==> config.mk <==
export PLATFORM = sky130hd
export DESIGN_NAME = taskfile_regs
export DESIGN_NICKNAME = d
export VERILOG_FILES = /design/src/rtl/taskfile_pkg.sv /design/src/rtl/tf_histbyte.sv /design/src/rtl/tf_control.sv /design/src/rtl/tf_datapath.sv /design/src/rtl/taskfile_regs.sv
export SDC_FILE = /design/constraint.sdc
export NUM_CORES = 1
export LEC_CHECK = 0
export ABC_AREA = 1
export BUFFER_PORTS_ARGS = -buffer_cell sky130_fd_sc_hd__buf_4
export CORE_ASPECT_RATIO = 1.4
export CORE_MARGIN = 2
export CORE_UTILIZATION = 38
export DETAILED_ROUTE_END_ITERATION = 8
export PLACE_DENSITY = 0.71
export SYNTH_ARGS = -nofsm -noshare
export SYNTH_HDL_FRONTEND = slang
export SYNTH_HIERARCHICAL = 1
export SYNTH_SLANG_ARGS = --single-unit
==> constraint.sdc <==
create_clock -name clk -period 1.8 [get_ports clk]
set_clock_uncertainty 0.05 [all_clocks]
set_input_delay 0.27 -clock clk [delete_from_list [all_inputs] [get_ports clk]]
set_output_delay 0.27 -clock clk [all_outputs]
set_load 0.05 [all_outputs]
==> src/rtl/taskfile_pkg.sv <==
package taskfile_pkg;
  localparam int BYTE_W = 8;
  localparam int ADDR_W = 3;
  localparam int LBA_W = 48;
  localparam int CNT_W = 16;
  localparam int NUM_HIST = 4;

  localparam logic [ADDR_W-1:0] A_COUNT = 3'd0;
  localparam logic [ADDR_W-1:0] A_LOW = 3'd1;
  localparam logic [ADDR_W-1:0] A_MID = 3'd2;
  localparam logic [ADDR_W-1:0] A_HIGH = 3'd3;
  localparam logic [ADDR_W-1:0] A_DEV = 3'd4;
  localparam logic [ADDR_W-1:0] A_STATUS = 3'd5;
  localparam logic [ADDR_W-1:0] A_CTRL = 3'd6;

  localparam int HOB_BIT = 7;
  localparam int MASK_BIT = 1;
  localparam int BUSY_BIT = 7;

  typedef struct packed {
    logic [NUM_HIST-1:0] wrHist;
    logic wrDev;
    logic wrCtrl;
    logic clrHob;
    logic coreLoad;
  } tfStrobes_t;
endpackage

==> src/rtl/tf_histbyte.sv <==
module tf_histbyte #(
  parameter int W = 8
) (
  input  logic         clk,
  input  logic         rst,
  input  logic         hostWr,
  input  logic [W-1:0] hostData,
  input  logic         coreLoad,
  input  logic [W-1:0] coreCur,
  input  logic [W-1:0] corePrev,
  output logic [W-1:0] curByte,
  output logic [W-1:0] prevByte
);
  always_ff @(posedge clk) begin
    if (rst) begin
      curByte <= '0;
      prevByte <= '0;
    end else if (coreLoad) begin
      curByte <= coreCur;
      prevByte <= corePrev;
    end else if (hostWr) begin
      prevByte <= curByte;
      curByte <= hostData;
    end
  end
endmodule

==> src/rtl/tf_control.sv <==
module tf_control
  import taskfile_pkg::*;
(
  input  logic              clk,
  input  logic              rst,
  input  logic [ADDR_W-1:0] hostAddr,
  input  logic              hostRd,
  input  logic              hostWr,
  input  logic              coreDone,
  input  logic              intMask,
  output tfStrobes_t        strobes,
  output logic              irq
);
  logic ackRead;

  always_comb begin
    strobes = '0;
    strobes.coreLoad = coreDone;
    if (hostWr) begin
      for (int i = 0; i < NUM_HIST; i++) begin
        strobes.wrHist[i] = !coreDone && (hostAddr == ADDR_W'(i));
      end
      strobes.wrDev = !coreDone && (hostAddr == A_DEV);
      strobes.wrCtrl = (hostAddr == A_CTRL);
      strobes.clrHob = (hostAddr <= A_DEV);
    end
  end

  assign ackRead = hostRd && (hostAddr == A_STATUS);

  always_ff @(posedge clk) begin
    if (rst) irq <= 1'b0;
    else if (coreDone && !intMask) irq <= 1'b1;
    else if (ackRead) irq <= 1'b0;
  end
endmodule

==> src/rtl/tf_datapath.sv <==
module tf_datapath
  import taskfile_pkg::*;
#(
  parameter logic [BYTE_W-1:0] STATUS_RESET = 8'h50
) (
  input  logic              clk,
  input  logic              rst,
  input  tfStrobes_t        strobes,
  input  logic [ADDR_W-1:0] hostAddr,
  input  logic [BYTE_W-1:0] hostWrData,
  output logic [BYTE_W-1:0] hostRdData,
  input  logic              coreMode48,
  output logic [LBA_W-1:0]  coreLba,
  output logic [CNT_W:0]    coreCount,
  input  logic [LBA_W-1:0]  coreFinalLba,
  input  logic [CNT_W-1:0]  coreFinalCount,
  input  logic [BYTE_W-1:0] coreFinalStatus,
  output logic              intMask
);
  localparam int CNT28_MAX = 1 << BYTE_W;
  localparam int CNT48_MAX = 1 << CNT_W;

  logic [BYTE_W-1:0] curB [NUM_HIST];
  logic [BYTE_W-1:0] prevB [NUM_HIST];
  logic [BYTE_W-1:0] loadCur [NUM_HIST];
  logic [BYTE_W-1:0] loadPrev [NUM_HIST];
  logic [BYTE_W-1:0] devHead, statusReg, ctrlReg, statusShown;
  logic [CNT_W-1:0] cnt16;

  // index 0 = count, 1 = low, 2 = mid, 3 = high (matches host address)
  assign loadCur[0] = coreFinalCount[7:0];
  assign loadPrev[0] = coreFinalCount[15:8];
  assign loadCur[1] = coreFinalLba[7:0];
  assign loadPrev[1] = coreFinalLba[31:24];
  assign loadCur[2] = coreFinalLba[15:8];
  assign loadPrev[2] = coreFinalLba[39:32];
  assign loadCur[3] = coreFinalLba[23:16];
  assign loadPrev[3] = coreFinalLba[47:40];

  for (genvar g = 0; g < NUM_HIST; g++) begin : g_hist
    tf_histbyte #(.W(BYTE_W)) u_hist (
      .clk(clk), .rst(rst),
      .hostWr(strobes.wrHist[g]), .hostData(hostWrData),
      .coreLoad(strobes.coreLoad), .coreCur(loadCur[g]), .corePrev(loadPrev[g]),
      .curByte(curB[g]), .prevByte(prevB[g])
    );
  end

  always_ff @(posedge clk) begin
    if (rst) begin
      devHead <= '0;
      ctrlReg <= '0;
      statusReg <= STATUS_RESET;
    end else begin
      if (strobes.coreLoad) begin
        statusReg <= coreFinalStatus;
        if (!coreMode48) devHead[3:0] <= coreFinalLba[27:24];
      end else if (strobes.wrDev) begin
        devHead <= hostWrData;
      end
      if (strobes.wrCtrl) ctrlReg <= hostWrData;
      else if (strobes.clrHob) ctrlReg[HOB_BIT] <= 1'b0;
    end
  end

  assign intMask = ctrlReg[MASK_BIT];

  always_comb begin
    if (coreMode48) coreLba = {prevB[3], prevB[2], prevB[1], curB[3], curB[2], curB[1]};
    else coreLba = {20'd0, devHead[3:0], curB[3], curB[2], curB[1]};
  end

  assign cnt16 = {prevB[0], curB[0]};

  always_comb begin
    if (coreMode48) coreCount = (cnt16 == '0) ? (CNT_W+1)'(CNT48_MAX) : {1'b0, cnt16};
    else coreCount = (curB[0] == '0) ? (CNT_W+1)'(CNT28_MAX) : (CNT_W+1)'(curB[0]);
  end

  assign statusShown = statusReg[BUSY_BIT] ? 8'h80 : statusReg;

  always_comb begin
    hostRdData = '0;
    if (hostAddr <= A_HIGH) hostRdData = ctrlReg[HOB_BIT] ? prevB[hostAddr[1:0]] : curB[hostAddr[1:0]];
    else if (hostAddr == A_DEV) hostRdData = devHead;
    else if (hostAddr == A_STATUS) hostRdData = statusShown;
  end
endmodule

==> src/rtl/taskfile_regs.sv <==
module taskfile_regs
  import taskfile_pkg::*;
#(
  parameter logic [7:0] STATUS_RESET = 8'h50
) (
  input  logic        clk,
  input  logic        rst,
  input  logic [2:0]  hostAddr,
  input  logic        hostRd,
  input  logic        hostWr,
  input  logic [7:0]  hostWrData,
  output logic [7:0]  hostRdData,
  output logic        irq,
  input  logic        coreMode48,
  output logic [47:0] coreLba,
  output logic [16:0] coreCount,
  input  logic        coreDone,
  input  logic [47:0] coreFinalLba,
  input  logic [15:0] coreFinalCount,
  input  logic [7:0]  coreFinalStatus
);
  tfStrobes_t strobes;
  logic intMask;

  tf_control u_ctrl (
    .clk(clk), .rst(rst), .hostAddr(hostAddr), .hostRd(hostRd), .hostWr(hostWr),
    .coreDone(coreDone), .intMask(intMask), .strobes(strobes), .irq(irq)
  );

  tf_datapath #(.STATUS_RESET(STATUS_RESET)) u_dp (
    .clk(clk), .rst(rst), .strobes(strobes), .hostAddr(hostAddr),
    .hostWrData(hostWrData), .hostRdData(hostRdData), .coreMode48(coreMode48),
    .coreLba(coreLba), .coreCount(coreCount), .coreFinalLba(coreFinalLba),
    .coreFinalCount(coreFinalCount), .coreFinalStatus(coreFinalStatus),
    .intMask(intMask)
  );
endmodule

Yosys cells after proc, flatten, opt, wreduce, memory -nomap -nowiden. Index checks and enable logic that the tools add are counted.

Word-level logic and storage cells: 86. Register bits: 84. Output and inout port bits: 74.

Bitwise operators: 2. Equal/unequal tests: 7. Reductions and logical operators: 21. $lt $le $gt $ge: 3. Mux-type cells: 39.

Operators by type and width (number): $mux 8 (25); $mux 48 (1); $mux 17 (2); $bmux 8 s2 (2); $logic_not 16->1 (1); $reduce_bool 2->1 (7); $mux 4 (3); $eq 3x3->1 const B (3); $mux 9 (1); $logic_not 8->1 (1); $logic_and 1x1->1 (7); $mux 7 (1); $eq 3x2->1 const B (2); $mux 1 (4); $reduce_and 2->1 (2); $eq 3x1->1 const B (1); $ge 3x3->1 const B (1); $le 3x2->1 const B (1); $le 3x3->1 const B (1); $logic_not 3->1 (1); $not 2->3 (1); $logic_not 1->1 (2); $ne 2x2->1 const B (1); $not 1->1 (1).

Longest topological paths before layout.
Depth in word-level cells: 6. Mapped depth: 11.

By module. Netlist, hierarchy kept.

By module, submodules not included: tf_histbyte (area each 819.5 µm², cells an instance 127, times used 4); tf_datapath (area each 1965.6 µm², cells an instance 387, times used 1); tf_control (area each 150.1 µm², cells an instance 25, times used 1).

Worst setup path after synthesis. No wires, ideal clock.

Path type: input -> output. Start: input port coreMode48. End: output port coreCount[8]. Cell stages on the path: 3. Data required time: 1.480 ns. Data arrival time: 1.576 ns. Setup slack: -0.096 ns. Cells stage by stage: buf_2 > inv_1 > o21ai_0.

Cells in the longest elaborated chain, start to end: 1.

RTL lines: start, declared (line taskfile_regs.sv:14) `input logic coreMode48,`; $mux 17 (line tf_datapath.sv:76) `if (coreMode48) coreCount = (cnt16 == '0) ? (CNT_W+1)'(CNT48_MAX) : {1'b0, cnt16};`; end, declared (line taskfile_regs.sv:16) `output logic [16:0] coreCount,`.

No other way between the ends.

Worst setup path after layout.
Start: register u_dp.g_hist[2].u_hist.prevByte[5]. End: output port hostRdData[5].

Cells in the longest elaborated chain, start to end: 5.

RTL lines: start, declared (line tf_histbyte.sv:12) `output logic [W-1:0] prevByte`; start signal, assigned (line tf_histbyte.sv:20) `prevByte <= corePrev;`; start signal, assigned (line tf_histbyte.sv:22) `prevByte <= curByte;`; $bmux 8 s2 (line tf_datapath.sv:84) `if (hostAddr <= A_HIGH) hostRdData = ctrlReg[HOB_BIT] ? prevB[hostAddr[1:0]] : curB[hostAddr[1:0]];`; $mux 8 (not written as such) (2 in a row) (line tf_datapath.sv:84); $mux 8 (2 in a row) (line tf_datapath.sv:84); end, declared (line taskfile_regs.sv:12) `output logic [7:0] hostRdData,`.

No other way between the ends. The select of a mux whose other input is x is not followed.

==> results.py <==
metrics = {
    "run_status": {
        "status": "finished clean",
    },
    "die": {
        "die-area_um2": 15200,
        "die_w_um": 105,
        "core-area_um2": 13900,
        "fp.dieH_um": 145,
        "initial_core_util_pct": 38.8,
        "fp-row-count": 51,
        "ios": 163,
    },
    "timing": {
        "finalHoldViolations": 0,
        "holdWs_ps": 97.3,
        "fin_setup_tns_ps": 0,
        "timing.final.crit_share_pct": 96.2,
        "timing.fmax_ghz": 0.577,
        "maxSlewViolCount": 0,
        "slew_headroom_pct": 65.7,
        "worstMarginPinSlew_ps": 514,
        "finalWorstSetupSlack_ps": 68.3,
        "setup_viol": 0,
        "period_minus_slack_ps": 1730,
    },
    "synth": {
        "syn_inst": 920,
        "syn_area_um2": 5390,
        "avgSynthCellArea_um2": 5.86,
        "ys_ff_latch": 83,
        "synth_cell_type_count": 27,
        "ys_seq_area_share_pct": 30.8,
        "synth_top_area_cell": "dfxtp_1",
        "synth_area_leaders": "dfxtp_1, nand2_1, nand3_1",
        "yosysTopAreaCellShare_pct": 30.8,
        "syn-num-nets": 1009,
        "yosysWarnings": 6,
    },
    "worst_setup_path": {
        "r2r_start": "u_dp/g_hist[0].u_hist/curByte[0]$_SDFFE_PP0P_",
        "r2r_setup_slack_ps": 840,
        "worstRegToRegCells": 5,
        "start_kind": "register",
        "crit_end": "hostRdData[5]",
        "crit_arrival_ps": 1410,
        "path_class": "register to primary output",
        "r2r-end": "u_dp/g_hist[0].u_hist/prevByte[0]$_SDFFE_PP0P_",
        "critPathCaptureType": "primary output",
        "cp_data_required_time_ps": 1480,
        "path_max_fanout": 3,
        "cp-startpoint": "u_dp/g_hist[2].u_hist/prevByte[5]$_SDFFE_PP0P_",
    },
    "grt": {
        "antenna_found_initial": 0,
        "met3_usage_pct": 3.86,
        "use_met2_pct": 44.8,
        "grt_pass1_vias": 5796,
        "grt_use_total_pct": 25.3,
        "grt_max_degree": 42,
        "grt_pass1_wl_um": 30200,
        "grt_use_met1_pct": 29.3,
        "overflow": 0,
        "busiest_layer": "met2",
    },
    "place": {
        "pre_cts_ws_ps": 110,
        "gp_congestion": 0.951,
        "dp_hpwl_um": 14700,
        "port_buffers": 162,
    },
    "power": {
        "p_sw_uw": 1750,
        "power.leakage_uw": 0.00406,
        "p_int_uw": 3600,
        "power_density_nw_per_um2": 748,
        "switching_share_pct": 32.7,
        "pwr-share-comb_pct": 26.7,
        "power_frac_seq_pct": 38.5,
        "power_frac_clock_pct": 34.8,
        "irDropWorstVdd_uv": 493,
    },
    "final_layout": {
        "final-seq-area_um2": 1690,
        "final_nets": 1164,
        "final_common_cell": "nand2_1",
        "area_delta_synth_final_pct": 32.8,
        "multi_input_area_um2": 2750,
        "final_cell_mix": "nand2_1, buf_4, inv_1",
        "nFillCells": 1508,
        "drive_above_1_share_pct": 24.8,
        "diodes": 0,
    },
    "cts": {
        "clk_pin_slew_worst_paths_ps": 60,
        "cts_setup_buffers": 0,
        "cts_sinks": 83,
        "clock_tree.root_cell": "clkbuf_16",
        "worstSkewPairLatency_ps": 340,
        "htreeDepth": 3,
        "cts_made_buffers": 9,
        "cts_tree": "built",
        "clockBufferDepth": 2,
    },
    "routing": {
        "totalWireLength_um": 19500,
        "num_vias": 6202,
        "drc": 0,
        "first_pass_iters": 7,
        "drtIter0Drc": 360,
        "drtAntennaViolNets": 0,
        "avgViaCountPerCell": 4.91,
        "wl_per_cell_um": 15.4,
    },
    "flow_run": {
        "max_cap_viol_count": 0,
    },
    "min_path": {
        "min_path_type": "primary input to register",
    },
}
==> worst max-delay path: stages, from the launching register on <==
cell and delay [ps]:
dfxtp_1 400, inv_1 70, nand2_1 60, nand3_1 60, nand3_1 90, nand3_1 100, nand2_1 90, buf_4 190
==> flip-flops by register name (all words and copies together) (netlist names) <==
register	cells
u_ctrl/irq	1
u_dp/ctrlReg	2
u_dp/devHead	8
u_dp/g_hist.u_hist/curByte	32
u_dp/g_hist.u_hist/prevByte	32
u_dp/statusReg	8
==> cell type report <==
cell class,count,area share (%)
well taps,185,3.23
clock inverters,2,0.489
clock buffers,13,3.63
multi-input cells,622,38.4
inverters,161,8.44
repair buffers,198,22.1
flip-flops and latches,83,23.6
==> cell families after synthesis <==
logic type             count (synthesis)  share of synthesized area (%)
AO/OA/AOI/OAI                         71                           6.82
buffers and inverters                215                           18.6
flip-flops                            83                           30.8
AND/OR/NAND/NOR                      551                           43.7
==> metal layers <==
metal / share of wire, % / wire length, µm / up-vias
met5: 0 / 0 / -
li1: - / - / 3095
met2: 51 / 9910 / 249
met1: 39 / 7600 / 2811
met3: 5.7 / 1120 / 47
met4: 4.5 / 878 / 0
==> stage by stage <==
| step | area [µm²] | power (µW) | instances | utilization (%) |
|---|---|---|---|---|
| final | 7160 | 5360 | 1264 | 51.5 |
| after global routing | 7160 | 5590 | 1264 | 51.5 |
| after CTS | 7090 | 5360 | 1264 | 50.9 |
| after detailed placement | 6770 | 3490 | 1249 | 48.7 |
| after global placement | 6770 | 3490 | 1249 | 48.7 |
| after floorplan | 5390 | 2960 | 920 | - |
==> what timing repair did <==
| item | CTS | global route |
|---|---|---|
| resized for setup | 7 | 42 |
| setup endpoints to repair | 4 | 10 |
| hold buffers | 0 | 0 |
==> power by group through the flow <==
stage	clock, µW	combinational, µW	sequential [µW]
floorplan	0	772	2180
global placement	0	1400	2090
detailed placement	0	1400	2090
CTS	1900	1410	2050
global route	1980	1550	2070
finish	1870	1430	2060
==> cell usage after synthesis <==
cell and n:
a21oi_1 35, a21oi_2 1, a31oi_1 7, buf_2 16
buf_4 10, buf_6 16, buf_8 1, clkbuf_1 10
clkbuf_8 1, dfxtp_1 83, inv_1 151, inv_2 10
nand2_1 373, nand2_2 2, nand2_4 1, nand3_1 131
nand4_1 1, nor2_1 31, nor2_2 1, nor2_4 1
nor2_8 4, nor3_1 2, nor3_2 2, nor3_4 1
nor4_2 1, o21ai_0 25, o21ai_1 3
==> worst min path at each step <==
stage,startpoint,endpoint,slack (ps),cells past startpoint
4_1_cts,coreFinalStatus[4],u_dp/statusReg[4]$_SDFFE_PP1P_,90,3
3_3_place_gp,u_dp/statusReg[6]$_SDFFE_PP1P_,u_dp/statusReg[6]$_SDFFE_PP1P_,390,2
2_1_floorplan,rst,u_ctrl/irq$_SDFFE_PP0P_,280,1
5_1_grt,coreFinalStatus[4],u_dp/statusReg[4]$_SDFFE_PP1P_,100,3
6_report,coreFinalStatus[4],u_dp/statusReg[4]$_SDFFE_PP1P_,100,3
3_5_place_dp,u_dp/statusReg[6]$_SDFFE_PP1P_,u_dp/statusReg[6]$_SDFFE_PP1P_,400,2
Power figures use the tool's default switching activity.
